==> config.mk <==
export PLATFORM = sky130hd
export DESIGN_NAME = sram_lane_ctrl
export DESIGN_NICKNAME = d
export VERILOG_FILES = /design/src/rtl/sram_lane_pkg.sv /design/src/rtl/sram_req_hold.sv /design/src/rtl/sram_seq_fsm.sv /design/src/rtl/sram_rd_capture.sv /design/src/rtl/sram_lane_ctrl.sv
export SDC_FILE = /design/constraint.sdc
export NUM_CORES = 1
export LEC_CHECK = 0
export ABC_AREA = 1
export BUFFER_PORTS_ARGS = -buffer_cell sky130_fd_sc_hd__buf_2
export CAP_MARGIN = 0
export CORE_UTILIZATION = 42
export DETAILED_ROUTE_END_ITERATION = 8
export PLACE_DENSITY = 0.75
export RECOVER_POWER = 50
export SLEW_MARGIN = 20
export SYNTH_ARGS = -nofsm -noshare
export SYNTH_HDL_FRONTEND = slang
export SYNTH_SLANG_ARGS = --single-unit
==> constraint.sdc <==
create_clock -name clk -period 1.4 [get_ports clk]
set_clock_uncertainty 0.05 [all_clocks]
set_input_delay 0.35 -clock clk [delete_from_list [all_inputs] [get_ports clk]]
set_output_delay 0.35 -clock clk [all_outputs]
set_load 0.01 [all_outputs]
==> src/rtl/sram_lane_pkg.sv <==
package sram_lane_pkg;

  typedef enum logic [2:0] {
    ST_IDLE       = 3'd0,
    ST_RD_ACCESS  = 3'd1,
    ST_RD_DONE    = 3'd2,
    ST_WR_TURN    = 3'd3,
    ST_WR_PULSE   = 3'd4,
    ST_WR_RECOVER = 3'd5
  } seq_state_e;

  function automatic int cycles_for(input int ns, input int period_ns);
    int c;
    c = (ns + period_ns - 1) / period_ns;
    return (c < 1) ? 1 : c;
  endfunction

endpackage

==> src/rtl/sram_req_hold.sv <==
module sram_req_hold #(
  parameter int ADDR_W = 18,
  parameter int DATA_W = 16,
  parameter int LANES  = 2
) (
  input  logic              clk,
  input  logic              rst_n,
  input  logic              load,
  input  logic [ADDR_W-1:0] in_addr,
  input  logic [DATA_W-1:0] in_data,
  input  logic [LANES-1:0]  in_mask,
  output logic [ADDR_W-1:0] held_addr,
  output logic [DATA_W-1:0] held_data,
  output logic [LANES-1:0]  held_mask
);

  always_ff @(posedge clk) begin
    if (!rst_n) begin
      held_addr <= '0;
      held_data <= '0;
      held_mask <= '0;
    end else if (load) begin
      held_addr <= in_addr;
      held_data <= in_data;
      held_mask <= in_mask;
    end
  end

endmodule

==> src/rtl/sram_seq_fsm.sv <==
module sram_seq_fsm
  import sram_lane_pkg::*;
#(
  parameter int ACC_CYC  = 3,
  parameter int TURN_CYC = 1,
  parameter int REC_CYC  = 1
) (
  input  logic       clk,
  input  logic       rst_n,
  input  logic       start_rd,
  input  logic       start_wr,
  output seq_state_e state,
  output logic       phase_last
);

  localparam int MAX_AT = (ACC_CYC > TURN_CYC) ? ACC_CYC : TURN_CYC;
  localparam int MAXC   = (MAX_AT > REC_CYC) ? MAX_AT : REC_CYC;
  localparam int CW     = $clog2(MAXC + 1);

  logic [CW-1:0] cnt;

  assign phase_last = (cnt == '0);

  always_ff @(posedge clk) begin
    if (!rst_n) begin
      state <= ST_IDLE;
      cnt   <= '0;
    end else begin
      case (state)
        ST_IDLE: begin
          if (start_rd) begin
            state <= ST_RD_ACCESS;
            cnt   <= CW'(ACC_CYC - 1);
          end else if (start_wr) begin
            state <= ST_WR_TURN;
            cnt   <= CW'(TURN_CYC - 1);
          end
        end
        ST_RD_ACCESS: begin
          if (phase_last) state <= ST_RD_DONE;
          else            cnt   <= cnt - 1'b1;
        end
        ST_RD_DONE: state <= ST_IDLE;
        ST_WR_TURN: begin
          if (phase_last) begin
            state <= ST_WR_PULSE;
            cnt   <= CW'(ACC_CYC - 1);
          end else cnt <= cnt - 1'b1;
        end
        ST_WR_PULSE: begin
          if (phase_last) begin
            state <= ST_WR_RECOVER;
            cnt   <= CW'(REC_CYC - 1);
          end else cnt <= cnt - 1'b1;
        end
        ST_WR_RECOVER: begin
          if (phase_last) state <= ST_IDLE;
          else            cnt   <= cnt - 1'b1;
        end
        default: state <= ST_IDLE;
      endcase
    end
  end

  assert_start_from_idle_R2: assert property (@(posedge clk) disable iff (!rst_n)
    (state != ST_IDLE) |=> ($past(state) != ST_RD_DONE || state == ST_IDLE));

endmodule

==> src/rtl/sram_rd_capture.sv <==
module sram_rd_capture #(
  parameter int DATA_W = 16,
  parameter int LANES  = 2
) (
  input  logic              clk,
  input  logic              rst_n,
  input  logic              capture,
  input  logic [LANES-1:0]  mask,
  input  logic [DATA_W-1:0] din,
  output logic              rsp_valid,
  output logic [DATA_W-1:0] rsp_rdata
);

  localparam int LANE_W = DATA_W / LANES;

  logic [DATA_W-1:0] lane_data;

  for (genvar g = 0; g < LANES; g++) begin : g_lane
    assign lane_data[g*LANE_W +: LANE_W] = mask[g] ? din[g*LANE_W +: LANE_W] : '0;
  end

  always_ff @(posedge clk) begin
    if (!rst_n) begin
      rsp_valid <= 1'b0;
      rsp_rdata <= '0;
    end else begin
      rsp_valid <= capture;
      if (capture) rsp_rdata <= lane_data;
    end
  end

  assert_rsp_pulse_R5: assert property (@(posedge clk) disable iff (!rst_n)
    rsp_valid |=> !rsp_valid);

endmodule

==> src/rtl/sram_lane_ctrl.sv <==
module sram_lane_ctrl
  import sram_lane_pkg::*;
#(
  parameter int ADDR_W        = 18,
  parameter int DATA_W        = 16,
  parameter int CLK_PERIOD_NS = 20,
  parameter int T_ACCESS_NS   = 55,
  parameter int TURN_CYC      = 1,
  parameter int REC_CYC       = 1
) (
  input  logic              clk,
  input  logic              rst_n,
  input  logic              req_valid,
  output logic              req_ready,
  input  logic              req_write,
  input  logic [ADDR_W-1:0] req_addr,
  input  logic [DATA_W-1:0] req_wdata,
  input  logic [1:0]        req_mask,
  output logic              rsp_valid,
  output logic [DATA_W-1:0] rsp_rdata,
  output logic              busy,
  output logic              mem_cs_n,
  output logic              mem_we_n,
  output logic              mem_oe_n,
  output logic              mem_ub_n,
  output logic              mem_lb_n,
  output logic [ADDR_W-1:0] mem_addr,
  output logic [DATA_W-1:0] mem_dout,
  output logic              mem_dout_en,
  input  logic [DATA_W-1:0] mem_din
);

  localparam int LANES   = 2;
  localparam int ACC_CYC = cycles_for(T_ACCESS_NS, CLK_PERIOD_NS);

  seq_state_e        state;
  logic              phase_last;
  logic              accept;
  logic              start_rd;
  logic              start_wr;
  logic              in_access;
  logic [LANES-1:0]  held_mask;
  logic [LANES-1:0]  be_n;
  logic [ADDR_W-1:0] held_addr;
  logic [DATA_W-1:0] held_data;

  assign req_ready = (state == ST_IDLE);
  assign busy      = (state != ST_IDLE);
  assign accept    = req_valid && req_ready;
  assign start_rd  = accept && !req_write && (req_mask != '0);
  assign start_wr  = accept &&  req_write && (req_mask != '0);

  sram_req_hold #(.ADDR_W(ADDR_W), .DATA_W(DATA_W), .LANES(LANES)) u_hold (
    .clk(clk), .rst_n(rst_n), .load(accept),
    .in_addr(req_addr), .in_data(req_wdata), .in_mask(req_mask),
    .held_addr(held_addr), .held_data(held_data), .held_mask(held_mask)
  );

  sram_seq_fsm #(.ACC_CYC(ACC_CYC), .TURN_CYC(TURN_CYC), .REC_CYC(REC_CYC)) u_fsm (
    .clk(clk), .rst_n(rst_n), .start_rd(start_rd), .start_wr(start_wr),
    .state(state), .phase_last(phase_last)
  );

  sram_rd_capture #(.DATA_W(DATA_W), .LANES(LANES)) u_cap (
    .clk(clk), .rst_n(rst_n),
    .capture(state == ST_RD_ACCESS && phase_last),
    .mask(held_mask), .din(mem_din),
    .rsp_valid(rsp_valid), .rsp_rdata(rsp_rdata)
  );

  assign in_access = (state == ST_RD_ACCESS) || (state == ST_WR_TURN) ||
                     (state == ST_WR_PULSE)  || (state == ST_WR_RECOVER);

  for (genvar g = 0; g < LANES; g++) begin : g_be
    assign be_n[g] = !(in_access && held_mask[g]);
  end

  assign mem_cs_n    = !in_access;
  assign mem_oe_n    = (state != ST_RD_ACCESS);
  assign mem_we_n    = (state != ST_WR_PULSE);
  assign mem_lb_n    = be_n[0];
  assign mem_ub_n    = be_n[1];
  assign mem_addr    = held_addr;
  assign mem_dout    = held_data;
  assign mem_dout_en = (state == ST_WR_PULSE) || (state == ST_WR_RECOVER);

  assert_idle_standby_R1: assert property (@(posedge clk) disable iff (!rst_n)
    !busy |-> (mem_cs_n && mem_we_n && mem_oe_n && mem_ub_n && mem_lb_n && !mem_dout_en));

  assert_addr_held_R2: assert property (@(posedge clk) disable iff (!rst_n)
    (busy && $past(busy)) |-> $stable(mem_addr));

  assert_empty_mask_R3: assert property (@(posedge clk) disable iff (!rst_n)
    (req_valid && req_ready && req_mask == 2'b00) |=> !busy);

  assert_no_contention_R6: assert property (@(posedge clk) disable iff (!rst_n)
    !(mem_dout_en && !mem_oe_n));

  assert_turnaround_R6: assert property (@(posedge clk) disable iff (!rst_n)
    $fell(mem_we_n) |-> ($past(mem_oe_n) && !$past(mem_dout_en) && !$past(mem_cs_n)));

  assert_we_rise_hold_R7: assert property (@(posedge clk) disable iff (!rst_n)
    !mem_we_n |=> (mem_dout_en && !mem_cs_n && $stable(mem_addr) &&
                   $stable(mem_dout) && $stable({mem_ub_n, mem_lb_n})));

endmodule

==> flow_summary.ini, run 1 <==
[status]
status = complete, but fails checks
violations = negative setup slack

[logic_synthesis]
syn_inst = 303
synth_cell_types = 28
yosysWarnings = 0
syn-num-nets = 362
ys_ff_latch = 58
syn_avg_cell_area_um2 = 8.53
synthesis.area_um2 = 2580
seq_area_frac_synth_pct = 44.9

[die]
io_pins = 115
die_y_um = 80.5
start_util_pct = 43.7
die_area_um2 = 6470
die_x_um = 80.5
rows = 28
core_um2 = 5920

[setup_path]
arrival_ns = 1.15
crit_start = u_fsm.state[1]
crit_required_ns = 1.00
critPathLaunchType = flip-flop
worstPathMaxFanout = 5
end_kind = output port
critPathMaxStageDelay_ns = 0.38
path_cells = inv_2 > nand2_4 > inv_1 > nand2_1 > buf_2
critPathSlowestCell = dfxtp_4
r2r_start = u_fsm.state[0]
crit_type = flip-flop to output port
critical-path-top-delay-family = flip-flops
crit_buf_inv = 3

[power_and_ir_drop]
peakVddDrop_mv = 1.57
leakage_nw = 1.76
clkPwrFrac_pct = 19.5
seqPwrFrac_pct = 23.9
power_w = 0.00911
power_density_nw_per_um2 = 2130
pwr-share-comb_pct = 56.6
p_int_w = 0.00547
p_switching_w = 0.00364
p_sw_share_pct = 39.9

[clock_tree]
cts.reportedPaths.clkPinSlew_ns = 0.07
clk_latency_ns = 0.33
cts_buffer_depth = 2
cts_tree = built
numCtsBuffers = 9
cts_hold_buf = 0
htreeDepth = 3
cts.sinks = 58
cts_root_buffer = clkbuf_8

[drt]
drtIter0Drc = 140
wl_um = 8370
first_pass_iters = 6
drtAntennaViolNets = 0
post_drt_wl_per_cell_um = 15.6
vias_per_cell = 5.12
vias = 2745
drc = 0

[grt]
overflow = 0
grt_util_all_layers_pct = 22.7
grt_max_degree = 41
antenna_found_initial = 0
grt_pass1_vias = 2419
grt_pass1_wl_um = 11100

[placed_design]
globalplace.congestion = 0.893
dp_hpwl_um = 4440
port_buffers = 114
pre_cts_ws_ns = 0.00747

[flow_run]
maxCapViolCount = 0

[sta]
min_period_ns = 1.55
tns_ns = -3.38
setup_viol = 47
hold_viol = 0
worst_slack_ns = -0.153
fmax_mhz = 644
max_slew_margin_pct = 73.0
rsz0062_at_grt = true
slew_viol_final = 0
fin_crit_sh_pct = 111
worstMarginPinSlew_ns = 0.406

[cells_and_area]
diodes = 0
areaGrowthSynthToFinish_pct = 65.9
drive_gt1_share_pct = 59.7
fin_nets = 515

[worst_hold_path]
hp-class = primary input to flip-flop
min-delay-start = mem_din[1]
layout make-up:
type                    count  area, um^2
well taps                  75        93.8
inverters                  14        65.1
clock inverters             4        73.8
flip-flops and latches     58        1170
clock buffers              12         155
repair buffers            157        1050
fillers                   472        1630
multi-input cells         216        1680
metrics by stage:
step / cells / cell area (um^2) / hold slack [ns] / utilization, %
final: 536 / 4290 / 0.215 / 72.4
after detailed placement: 488 / 3240 / 0.402 / 54.7
after CTS: 517 / 3680 / 0.213 / 62.2
after global placement: 488 / 3240 / 0.395 / 54.7
after global routing: 536 / 4290 / 0.204 / 72.4
after floorplan: 303 / 2580 / 0.426 / -
worst paths after layout:
check,cells after the start,slack (ns),end
min reg2reg,2,0.42,u_hold.held_addr[5]
max reg2reg,9,-0.14,u_hold.held_addr[16]
min,3,0.22,u_cap.rsp_rdata[1]
max,5,-0.15,mem_oe_n
cells in the final DEF, fill, tap and decap left out, types with 2 or more instances in the layout:
cell type / n
nand2_4: 14
nand2_2: 26
nand2_8: 7
buf_6: 11
nand3_1: 22
bufinv_16: 2
buf_12: 5
inv_1: 4
nor2_1: 3
nand2_1: 38
nand3_4: 5
nor2_4: 3
clkbuf_16: 2
dfxtp_4: 3
o21ai_0: 4
o21ai_2: 5
o21ai_1: 11
buf_4: 22
nand3_2: 29
a21oi_2: 31
dfxtp_1: 54
buf_2: 76
a21oi_1: 9
clkbuf_1: 35
buf_8: 7
clkbuf_8: 11
ha_1: 2
inv_2: 8
logic make-up (layout without fill, tap and decap cells):
logic type,after synthesis,count (layout),share of synthesized area (%)
AOI/OAI and AO/OA,62,62,15.0
adders and majority gates,3,3,1.45
buffers and inverters,35,187,8.62
DFF,58,58,44.9
and+or+nand+nor,145,151,30.0
worst min-delay path, stage by stage:
cell	delay [ns]
buf_2	0.10
nand2_1	0.05
o21ai_1	0.06
routing by layer:
metal,wire length [um],GRT usage (%),vias to the layer above
met5,0,0,-
met2,4390,41.5,111
li1,-,-,1337
met1,3330,24.8,1281
met3,486,5.57,16
met4,167,9.29,0
Yosys cell counts (all sizes together):
library cell	instances	share of area [%]
buf	17	5.7
nor3	1	0.19
ha	3	1.5
nand3	56	15
o211ai	1	0.29
a21oi	40	11
inv	14	2.3
nand2	79	13
dfxtp	58	45
nand4	1	0.24
o21ai	21	4.1
clkbuf	4	0.58
nor2	7	1.7
nand3b	1	0.29
power groups by stage:
stage | Clock (W) | Sequential [W] | Combinational, W
global placement | 0 | 0.00211 | 0.00256
detailed placement | 0 | 0.00212 | 0.00262
finish | 0.00178 | 0.00218 | 0.00516
CTS | 0.00179 | 0.00211 | 0.00333
floorplan | 0 | 0.00220 | 0.00194
global route | 0.00189 | 0.00221 | 0.00548
flip-flops by register name, summed over array words and instances, names as in the netlist:
signal and flops:
u_cap.rsp_rdata 16, u_hold.held_mask 2, u_cap.rsp_valid 1, u_hold.held_addr 18
u_hold.held_data 16, u_fsm.state 3, u_fsm.cnt 2
what timing repair did:
item | 4_1_cts | 5_1_grt
pin swaps | 3 | 34
endpoints found under the setup margin | 10 | 65
resized for setup | 31 | 111
buffers inserted | 13 | 10
endpoints found under the hold margin | 0 | 0
gates cloned | 0 | 9
Power figures use the tool's default switching activity.
==> run 2: changes to the inputs <==
SKIP_CTS_REPAIR_TIMING = 1   (was default)
==> run 2 against run 1 <==
Against the previous run:
- the run still ends with negative setup slack left
- hold slack improved by 0.0044 ns
- non-clock buffer count fell by 14
- global-route usage fell by 2.3 points
- fmax decreased by 0.79%
- clock power is essentially flat
- utilization down 11 points
- critical path depth down 1
- die area unchanged
- sequential cell count is the same
- via count fell by 7.6%
- clock-buffer cell count is the same
- largest power group unchanged
==> flow_summary.ini, run 2 (synthesis gave the netlist of run 1 again) <==
[status]
status = complete, but fails checks
violations = negative setup slack

[sta]
slew_viol_final = 0
tns_ns = -0.805
fmax_mhz = 639
max_slew_margin_pct = 83.7
min_period_ns = 1.57
setup_viol = 8
fin_crit_sh_pct = 112
worst_slack_ns = -0.166
rsz0062_at_grt = true
worstMarginPinSlew_ns = 0.245
hold_viol = 0

[cells_and_area]
largestRegisters = u_hold.held_addr x18, u_cap.rsp_rdata x16, u_hold.held_data x16
seq_area_um2 = 1170
multi_input_area_um2 = 1290
fin_nets = 496
areaGrowthSynthToFinish_pct = 40.9
layout_commonest_cell = nand2_1
instances_no_fill = 517
largest_register_ffs = 18
top_register = u_hold.held_addr
final_cell_mix = nand2_1 (72), buf_2 (62), dfxtp_1 (55)
fin_area_um2 = 3640
fillers = 569
drive_gt1_share_pct = 41.0
fin_util_pct = 61.5
diodes = 0

[grt]
grt_util_all_layers_pct = 20.4
antenna_found_initial = 0
grt_pass1_wl_um = 10200
grt_pass1_vias = 2314
overflow = 0
grt_max_degree = 41

[setup_path]
end_kind = output port
reg2reg_to = u_cap.rsp_rdata[2]
critPathLaunchType = flip-flop
arrival_ns = 1.17
r2r_start = u_fsm.state[1]
ff2ff_setup_slack_ns = 0.05
crit_required_ns = 1.00
r2r_cells = 7
worstPathMaxFanout = 6
crit_type = flip-flop to output port

[die]
io_pins = 115
rows = 28
core_um2 = 5920
die_x_um = 80.5
start_util_pct = 43.7
die_area_um2 = 6470
die_y_um = 80.5

[power_and_ir_drop]
peakVddDrop_mv = 1.02
leakage_nw = 1.46
power_density_nw_per_um2 = 1980

[worst_hold_path]
min-delay-start = mem_din[1]
hold_depth = 3
whs_endpoint = u_cap.rsp_rdata[1]
hp-class = primary input to flip-flop

[clock_tree]
numCtsBuffers = 9
cts.sinks = 58
clk_latency_ns = 0.33
htreeDepth = 3
cts_root_buffer = clkbuf_8
cts.reportedPaths.clkPinSlew_ns = 0.07
cts_tree = built
cts_buffer_depth = 2

[placed_design]
place_area_um2 = 3240
placedCellCount = 488
globalplace.congestion = 0.893
pre_cts_ws_ns = 0.00747
dp_hpwl_um = 4440
port_buffers = 114

[drt]
post_drt_wl_per_cell_um = 13.2
drtIter0Drc = 96
wl_um = 6820
first_pass_iters = 5
vias = 2537
drc = 0
vias_per_cell = 4.91
drtAntennaViolNets = 0

[flow_run]
maxCapViolCount = 0
[run 2: cell count changes in the layout (fill, tap and decap cells not counted), sizes merged]
cell / change
clkbuf: +13
buf: -27
clkinv: +1
inv: -1
nand2: -5
[run 2: worst max path at each step]
stage	startpoint	end	slack, ns	cells past startpoint
2_1_floorplan	u_fsm.cnt[0]	u_cap.rsp_rdata[0]	0.09	8
3_3_place_gp	u_fsm.state[1]	mem_lb_n	0.05	5
3_5_place_dp	u_fsm.cnt[1]	u_cap.rsp_rdata[2]	0.007	7
4_1_cts	u_fsm.state[1]	mem_ub_n	-0.33	5
5_1_grt	u_fsm.state[2]	mem_lb_n	-0.22	5
6_report	u_fsm.state[1]	mem_we_n	-0.17	4
[run 2: critical path, cell delays in order (launching register included)]
cell     delay [ns]
dfxtp_4        0.37
nor2_4         0.14
buf_6          0.13
nand2_2        0.06
buf_6          0.12
[run 2: where the power goes]
group / switching (W) / internal (W)
sequential: 0.000195 / 0.00193
clock: 0.000664 / 0.00110
combinational: 0.00188 / 0.00143
[run 2: metrics by stage]
step / hold slack (ns) / total power [W]
global route: 0.209 / 0.00765
CTS: 0.213 / 0.00651
floorplan: 0.426 / 0.00414
global placement: 0.395 / 0.00467
detailed placement: 0.402 / 0.00473
finish: 0.220 / 0.00721
[run 2: metal layers]
metal	vias to the layer above	global-route usage [%]	wire, um
li1	1289	-	-
met1	1153	22.5	2890
met2	85	36.9	3440
met3	10	5.45	397
met4	0	8.04	91
met5	-	0	0
[run 2: area by class of cell]
| class | count | area share [%] |
|---|---|---|
| multi-input combinational | 211 | 35.3 |
| sequential | 58 | 32.2 |
| timing repair buffer | 143 | 21.8 |
| clock buffer | 12 | 4.26 |
| tap | 75 | 2.58 |
| clock inverter | 4 | 2.03 |
| inverter | 14 | 1.85 |
==> run 3: changes to the inputs <==
ABC_AREA = 0   (was 1)
CORE_MARGIN = 3   (was default)
CORE_UTILIZATION = 41   (was 42)
==> run 3 against run 2 <==
Against the previous run:
- via count fell by 11%
- combinational power fell by 70%
- highest routed layer unchanged
- the run still ends with negative setup slack left
- hold slack got worse by 0.035 ns
==> flow_summary.ini, run 3 <==
[status]
status = complete, but fails checks
violations = negative setup slack

[sta]
setup_viol = 61
fmax_mhz = 601
worstMarginPinSlew_ns = 0.282
rsz0062_at_grt = true
slew_viol_final = 0
fin_crit_sh_pct = 119
worst_slack_ns = -0.264
hold_viol = 0
min_period_ns = 1.66
max_slew_margin_pct = 81.2

[clock_tree]
cts_root_buffer = clkbuf_8
cts_buffer_depth = 2
cts_tree = built
htreeDepth = 3
cts.reportedPaths.clkPinSlew_ns = 0.06
cts.sinks = 58
numCtsBuffers = 9
clk_latency_ns = 0.32

[logic_synthesis]
ys_async_sr_fraction_pct = 0
syn_avg_cell_area_um2 = 9.58
synth_top_cell_by_area = dfxtp_1
syn_inst = 253
syn-num-nets = 312
synth.area.top_cells = dfxtp_1 (48%), a21oi_2 (11%), nand2_2 (8.0%), nand2_1 (7.9%), a22o_1 (5.8%)
synth_edf_count = 0
seq_area_frac_synth_pct = 47.9
yosysMostFrequentCell = dfxtp_1
synth_cell_types = 35
ys_ff_latch = 58
synth_common_cells = dfxtp_1 (58), nand2_1 (51), nand2_2 (31)
synthesis.area_um2 = 2420
yosys.area.top_type_share_pct = 47.9
yosysWarnings = 0
synth_ff_type = dfxtp_1

[die]
die_y_um = 82.9
io_pins = 115
die_area_um2 = 6870
rows = 27
start_util_pct = 43.2
core_um2 = 5610
die_x_um = 82.9

[power_and_ir_drop]
pwr-share-comb_pct = 22.9
power_w = 0.00436
seqPwrFrac_pct = 41.5
peakVddDrop_mv = 0.604
clkPwrFrac_pct = 35.6
p_int_w = 0.00318
power_density_nw_per_um2 = 1210
p_sw_share_pct = 27.1
leakage_nw = 1.61
p_switching_w = 0.00118

[setup_path]
end_kind = output port
worstPathMaxFanout = 4
arrival_ns = 1.26
crit_type = flip-flop to output port
crit_required_ns = 1.00
critPathLaunchType = flip-flop

[cells_and_area]
areaGrowthSynthToFinish_pct = 49.4
final_cell_mix = buf_2 (86), dfxtp_1 (55), nand2_1 (45)
largest_register_ffs = 18
largestRegisters = u_hold.held_addr x18, u_cap.rsp_rdata x16, u_hold.held_data x16
diodes = 0
top_register = u_hold.held_addr
drive_gt1_share_pct = 55.8
fin_nets = 449
fin_area_um2 = 3620
layout_commonest_cell = buf_2

[placed_design]
dp_hpwl_um = 4190
place_area_um2 = 3160
port_buffers = 114
globalplace.congestion = 0.867

[flow_run]
maxCapViolCount = 0

[grt]
grt_pass1_wl_um = 9520
antenna_found_initial = 0
overflow = 0
grt_max_degree = 41
grt_pass1_vias = 2060
grt_util_all_layers_pct = 17.0

[drt]
vias = 2269
drtAntennaViolNets = 0
top_layer_used = met4
drtIter0Drc = 96
drc = 0
route.met3.wl_um = 449
wl_met1_um = 2760
post_drt_wl_per_cell_um = 13.5
vias_per_cell = 4.87
first_pass_iters = 6
wl_met2_um = 2970
wl_um = 6310

[worst_hold_path]
hp-class = primary input to flip-flop
==> run 3: cell types whose count changed in the layout (fill, tap and decap cells not counted), moves of 4 or more <==
cell / previous run / this run
o21ai_1: 13 / 0
buf_2: 62 / 86
buf_4: 22 / 17
a22o_1: 0 / 16
nand3_2: 22 / 0
a21oi_1: 17 / 3
clkbuf_1: 50 / 27
nand2_2: 3 / 22
a21oi_2: 23 / 37
nand2_4: 3 / 15
nand2_1: 72 / 45
nand3_1: 34 / 1
inv_1: 6 / 2
==> run 3: cell families (layout without fill, tap and decap cells) <==
| family | Yosys count | count (layout) | share of synthesized area (%) |
|---|---|---|---|
| AND/OR/NAND/NOR | 102 | 102 | 21.5 |
| AO/OA/AOI/OAI | 67 | 67 | 21.9 |
| flip-flops | 58 | 58 | 47.9 |
| buffers and inverters | 22 | 163 | 6.76 |
| adder cells (fa/ha/maj) | 3 | 3 | 1.55 |
| XOR/XNOR | 1 | 1 | 0.361 |
==> run 3: critical path, cell delays in order (launching register included) <==
cell and delay [ns]:
dfxtp_4 0.35, buf_6 0.12, nor3_4 0.20, buf_6 0.13, inv_2 0.03, buf_6 0.10
==> run 3: final cells by class <==
class                      count  area, um^2
fill                         500        1990
clock buffer                  13         169
multi-input combinational    173        1240
tap                           72        90.1
sequential                    58        1170
clock inverter                 2        35.0
timing repair buffer         143         898
inverter                       5        18.8
==> run 3: through the flow <==
step                      setup slack (ns)  setup TNS [ns]  instances  hold slack, ns  util [%]
after floorplan                    0.00157               0        253           0.407         -
after global placement           0.0000596               0        445           0.390      56.4
after detailed placement           -0.0438           -1.21        445           0.400      56.4
after CTS                           -0.377           -4.47        460           0.170      60.0
after global routing                -0.320          -13.63        466           0.168      64.6
final                               -0.264           -9.10        466           0.185      64.6
==> run 3: worst paths after layout <==
check / from / end / slack [ns] / cells after the start
max: u_fsm.state[2] / busy / -0.26 / 5
max reg2reg: u_fsm.state[2] / u_hold.held_addr[10] / -0.18 / 7
min reg2reg: u_hold.held_data[6] / u_hold.held_data[6] / 0.41 / 2
min: mem_din[14] / u_cap.rsp_rdata[14] / 0.18 / 2
==> run 3: power groups by stage <==
stage | sequential, W | combinational, W | clock (W)
floorplan | 0.00188 | 0.000476 | 0
global placement | 0.00184 | 0.000816 | 0
detailed placement | 0.00184 | 0.000828 | 0
CTS | 0.00181 | 0.000831 | 0.00161
global route | 0.00182 | 0.00109 | 0.00169
finish | 0.00181 | 0.00100 | 0.00155
==> run 3: metal layers <==
metal  vias to the layer above  GRT usage [%]
met5                         -              0
met4                         0           9.66
met2                        86           26.9
met3                        11           5.36
met1                      1041           20.3
li1                       1131              -
